$ cat config.mk
export PLATFORM = sky130hd
export DESIGN_NAME = xfer_datapath
export DESIGN_NICKNAME = d
export VERILOG_FILES = /design/src/rtl/xdp_pkg.sv /design/src/rtl/xdp_bus_mux.sv /design/src/rtl/xdp_func_unit.sv /design/src/rtl/xdp_reg_bank.sv /design/src/rtl/xfer_datapath.sv
export SDC_FILE = /design/constraint.sdc
export NUM_CORES = 1
export LEC_CHECK = 0
export BUFFER_PORTS_ARGS = -buffer_cell sky130_fd_sc_hd__buf_2
export CAP_MARGIN = 0
export CORE_UTILIZATION = 54
export DETAILED_ROUTE_END_ITERATION = 12
export PLACE_DENSITY = 0.78
export SYNTH_ARGS = -nofsm -noshare
export SYNTH_HDL_FRONTEND = slang
export SYNTH_HIERARCHICAL = 1
export SYNTH_SLANG_ARGS = --single-unit
export TNS_END_PERCENT = 30
$ cat constraint.sdc
create_clock -name clk -period 2.9 [get_ports clk]
set_input_delay 0.29 -clock clk [delete_from_list [all_inputs] [get_ports clk]]
set_output_delay 0.29 -clock clk [all_outputs]
set_load 0.05 [all_outputs]
$ cat src/rtl/xdp_pkg.sv
package xdp_pkg;
    localparam int NREG = 3;
    localparam int SELW = 2;
    localparam int OPW  = 4;

    typedef enum logic [OPW-1:0] {
        OP_MOVE   = 4'd0,
        OP_ADDSUB = 4'd1,
        OP_INC    = 4'd2,
        OP_DEC    = 4'd3,
        OP_NOT    = 4'd4,
        OP_OR     = 4'd5,
        OP_AND    = 4'd6,
        OP_XOR    = 4'd7,
        OP_SHL    = 4'd8,
        OP_SHR    = 4'd9
    } xop_e;

    typedef struct packed {
        logic carry;
        logic zero;
    } flags_t;

    function automatic logic op_is_valid(logic [OPW-1:0] code);
        return code <= OP_SHR;
    endfunction
endpackage

$ cat src/rtl/xdp_bus_mux.sv
module xdp_bus_mux
    import xdp_pkg::*;
#(
    parameter int W = 8
) (
    input  logic [NREG-1:0][W-1:0] regs,
    input  logic [SELW-1:0]        sel,
    output logic [W-1:0]           bus
);
    always_comb begin
        bus = '0;
        for (int i = 0; i < NREG; i++) begin
            if (sel == SELW'(i)) bus = regs[i];
        end
    end
endmodule

$ cat src/rtl/xdp_func_unit.sv
module xdp_func_unit
    import xdp_pkg::*;
#(
    parameter int W = 8
) (
    input  logic [W-1:0]   a,
    input  logic [W-1:0]   b,
    input  logic [OPW-1:0] op,
    input  logic           sub_mode,
    output logic [W-1:0]   res,
    output flags_t         fl,
    output logic           valid
);
    localparam int EW = W + 1;

    logic [EW-1:0] ext;
    logic [W-1:0]  b_eff;
    logic          arith;

    assign b_eff = sub_mode ? ~b : b;

    always_comb begin
        ext   = '0;
        arith = 1'b0;
        res   = a;
        case (op)
            OP_MOVE:   res = a;
            OP_ADDSUB: begin
                ext   = {1'b0, a} + {1'b0, b_eff} + EW'(sub_mode);
                arith = 1'b1;
                res   = ext[W-1:0];
            end
            OP_INC: begin
                ext   = {1'b0, a} + EW'(1);
                arith = 1'b1;
                res   = ext[W-1:0];
            end
            OP_DEC: begin
                ext   = {1'b0, a} + {1'b0, {W{1'b1}}};
                arith = 1'b1;
                res   = ext[W-1:0];
            end
            OP_NOT:    res = ~a;
            OP_OR:     res = a | b;
            OP_AND:    res = a & b;
            OP_XOR:    res = a ^ b;
            OP_SHL:    res = {a[W-2:0], 1'b0};
            OP_SHR:    res = {1'b0, a[W-1:1]};
            default:   res = a;
        endcase
        fl.carry = arith & ext[W];
        fl.zero  = (res == '0);
    end

    assign valid = op_is_valid(op);
endmodule

$ cat src/rtl/xdp_reg_bank.sv
module xdp_reg_bank
    import xdp_pkg::*;
#(
    parameter int W = 8
) (
    input  logic                   clk,
    input  logic                   rst,
    input  logic                   wr_en,
    input  logic [NREG-1:0]        load,
    input  logic [W-1:0]           din,
    output logic [NREG-1:0][W-1:0] q
);
    for (genvar g = 0; g < NREG; g++) begin : g_reg
        logic [W-1:0] nxt;
        assign nxt = (wr_en && load[g]) ? din : q[g];
        always_ff @(posedge clk) begin
            if (rst) q[g] <= '0;
            else     q[g] <= nxt;
        end
    end
endmodule

$ cat src/rtl/xfer_datapath.sv
module xfer_datapath
    import xdp_pkg::*;
#(
    parameter int W = 8
) (
    input  logic            clk,
    input  logic            rst,
    input  logic [1:0]      bus_sel,
    input  logic [2:0]      load_en,
    input  logic [3:0]      op_sel,
    input  logic            sub_mode,
    input  logic            ctl_en,
    output logic [W-1:0]    r0_q,
    output logic [W-1:0]    r1_q,
    output logic [W-1:0]    r2_q,
    output logic            flag_carry,
    output logic            flag_zero
);
    localparam int OPB_IDX = NREG - 1;

    logic [NREG-1:0][W-1:0] regs;
    logic [W-1:0]           bus;
    logic [W-1:0]           res;
    flags_t                 fu_fl;
    flags_t                 fl_q;
    logic                   op_ok;
    logic                   wr_en;

    xdp_bus_mux #(.W(W)) u_mux (
        .regs (regs),
        .sel  (bus_sel),
        .bus  (bus)
    );

    xdp_func_unit #(.W(W)) u_fu (
        .a        (bus),
        .b        (regs[OPB_IDX]),
        .op       (op_sel),
        .sub_mode (sub_mode),
        .res      (res),
        .fl       (fu_fl),
        .valid    (op_ok)
    );

    assign wr_en = ctl_en && op_ok;

    xdp_reg_bank #(.W(W)) u_bank (
        .clk   (clk),
        .rst   (rst),
        .wr_en (wr_en),
        .load  (load_en),
        .din   (res),
        .q     (regs)
    );

    always_ff @(posedge clk) begin
        if (rst)                     fl_q <= '0;
        else if (wr_en && |load_en)  fl_q <= fu_fl;
    end

    assign r0_q       = regs[0];
    assign r1_q       = regs[1];
    assign r2_q       = regs[2];
    assign flag_carry = fl_q.carry;
    assign flag_zero  = fl_q.zero;
endmodule

==> qor.yml <==
critical_path:
  cp-start-kind: "flip-flop"
  cp.arrival_ns: 3.12
  cp_max_fo: 4
  setup.worst_path.class: "flip-flop to flip-flop"
  r2r_cells: 12
  r2r-end: "flag_zero"
  endpoint_kind: "flip-flop"
  worstReg2RegStart: "u_bank/q[10]"
  r2r_setup_slack_ns: -0.02
  worstPathRequired_ns: 3.10
logic_synthesis:
  yosys.cell_types.count: 63
  seq_area_frac_synth_pct: 17.0
  synth-seq-cells: 26
  syn_nets: 415
  synth-main-ff-cell: "dfxtp_1"
  synthCells: 376
  ys_warn_count: 6
  netlist_area_um2: 3060
  synth_edf_count: 0
  synthArstFlopShare_pct: 0
  yosysTopAreaCell: "dfxtp_1"
  synth_top_area_share_pct: 17.0
  syn_avg_cell_area_um2: 8.15
  synth_area_leaders: "dfxtp_1 (17%), mux2i_1 (13%), ha_1 (10%)"
routing:
  drt_pass1_iterations: 5
  drtAntennaViolNets: 0
  vias: 3137
  post_drt_wl_per_cell_um: 17.0
  drt-initial-drc-count: 444
  avgViaCountPerCell: 6.07
  wl_um: 8810
  remaining_drc_errors: 0
worst_hold_path:
  whs_path_depth: 3
  holdCritStartpoint: "load_en[1]"
  holdPathEnd: "u_bank/q[9]"
  hp-class: "input pin to flip-flop"
power_and_ir_drop:
  seqPwrFrac_pct: 35.9
  power_density_nw_per_um2: 293
  switchingPower_w: 0.000405
  pwr-share-comb_pct: 45.2
  ir_worst_vdd_mv: 0.417
  netSwitchingFraction_pct: 37.6
  p_int_w: 0.000671
  p_clk_share_pct: 18.9
  p_leak_nw: 1.71
cts:
  clock_sinks: 26
  clk_latency_ns: 0.27
  cts_buffers: 3
  clock_path_buffers: 2
  clkTransAtPathRegs_ns: 0.08
  clk_root_buffer_cell: "clkbuf_8"
  cts_hold_buf: 0
  cts_tree: "done"
  htree_levels: 1
global_route:
  gr-max-usage-layer: "met2"
  grt_pass1_vias: 2970
  gr-usage-met1_pct: 36.6
  grt.met2_usage_pct: 53.7
  grt_antenna_before_repair: 0
  grt_max_degree: 37
  overflow: 0
  grtUsageMet3_pct: 2.14
  grt_use_total_pct: 29.6
  grt_pass1_wl_um: 14300
timing:
  min_period_ns: 2.92
  drv_slew: 0
  max_freq_ghz: 0.342
  finalHoldViolations: 0
  finClkSkew_ns: 0.00420
  rsz0062_at_grt: "yes"
  fin_crit_sh_pct: 101
  slew_headroom_pct: 61.9
  timing.hold.ws_ns: 0.436
  tightest_slew_ns: 0.566
  fin_tns_setup_ns: -0.0244
  setup_viol: 1
  timing.final.ws_setup_ns: -0.0244
outcome:
  outcome: "finished, violations left"
  violations: "negative setup slack"
placement:
  gp_congestion: 0.972
  io_buffers: 38
  dp_hpwl_um: 6650
  dpl_worst_slack_ns: -0.277
  dpl-instance-area_um2: 3580
layout:
  final_common_cell: "buf_4"
  num_antenna_cells: 0
  drive_gt1_share_pct: 30.1
  final-seq-area_um2: 544
  area_delta_synth_final_pct: 20.0
  final_cell_mix: "buf_4 (52), nand2b_1 (42), mux2i_1 (38), buf_2 (38), ha_1 (25)"
  multiInputGateArea_um2: 2310
  nets: 485
  fill_cells: 484
  final_area_um2: 3670
floorplan:
  fp.dieH_um: 77.3
  row_count: 27
  die_area_um2: 5980
  die_w_um: 77.3
  pin_count: 39
  initial_core_util_pct: 56.0
  coreArea_um2: 5470
flow_run:
  maxCapViolCount: 0
layout make-up:
type | instances | area share [%]
repair buffers | 91 | 16.1
multi-input cells | 300 | 63.0
clock buffers | 4 | 1.23
flip-flops and latches | 26 | 14.8
inverters | 24 | 2.45
well taps | 72 | 2.45
state kept, by name, indices dropped and copies added, names as in the netlist:
register	count
flag_carry	1
flag_zero	1
u_bank/q	24
stage by stage:
stage / utilization (%) / instances / power (W)
floorplan: - / 376 / 0.000721
global placement: 65.5 / 512 / 0.000840
detailed placement: 65.5 / 512 / 0.000853
CTS: 66.3 / 516 / 0.00106
global route: 67.1 / 517 / 0.00113
finish: 67.1 / 517 / 0.00108
synthesized netlist by cell type (5+ instances only):
| cell | instances |
|---|---|
| o22ai_1 | 6 |
| dfxtp_1 | 26 |
| nand3_1 | 11 |
| o21ai_0 | 13 |
| a211oi_1 | 7 |
| a21oi_1 | 23 |
| nand2_1 | 15 |
| clkbuf_1 | 5 |
| xnor2_1 | 5 |
| nor2_1 | 14 |
| nand2b_1 | 42 |
| buf_2 | 10 |
| nor3_1 | 7 |
| o32ai_1 | 5 |
| ha_1 | 25 |
| xor2_1 | 8 |
| o2bb2ai_1 | 9 |
| a31oi_1 | 6 |
| buf_6 | 8 |
| mux2i_1 | 40 |
| o21a_1 | 5 |
| inv_1 | 24 |
power by group through the flow:
stage | logic [W] | clock network, W | registers, W
after global routing | 0.000521 | 0.000220 | 0.000388
after global placement | 0.000447 | 0 | 0.000393
after floorplan | 0.000279 | 0 | 0.000442
after CTS | 0.000463 | 0.000209 | 0.000386
after detailed placement | 0.000459 | 0 | 0.000394
final | 0.000486 | 0.000204 | 0.000386
logic make-up (layout without fill, tap and decap cells):
logic type	after synthesis	after routing	share of synthesized area [%]
flops	26	26	17.0
compound gates	95	95	21.2
simple gates	122	122	23.3
mux	44	44	14.7
fa+ha+maj	26	26	10.9
buf+inv	50	119	9.27
xor+xnor	13	13	3.72
worst max path at each step:
stage / depth (start not counted) / endpoint / start
floorplan: 17 / flag_zero / bus_sel[1]
global placement: 15 / flag_zero / bus_sel[0]
detailed placement: 16 / flag_zero / bus_sel[0]
CTS: 14 / flag_zero / u_bank/q[8]
global route: 14 / flag_zero / u_bank/q[0]
finish: 12 / flag_zero / u_bank/q[10]
critical path: stages (launching register included):
cell       delay, ns
dfxtp_2         0.34
mux2i_1         0.21
o2bb2ai_1       0.15
ha_1            0.41
a21oi_1         0.21
o211ai_1        0.14
a21oi_1         0.20
xnor2_1         0.12
a2111oi_1       0.42
nor3_1          0.16
nor4_2          0.29
nand2b_1        0.08
mux2i_1         0.14
repair_timing:
action | in CTS | in global routing
buffers inserted | 0 | 1
setup endpoints to repair | 2 | 7
resized for setup | 1 | 10
pin swaps | 1 | 7
layer usage:
layer / vias up / wire length, um
met5: - / 0
met4: 0 / 195
met3: 21 / 477
met2: 125 / 4330
met1: 1490 / 3800
li1: 1501 / -
Power figures use the tool's default switching activity.
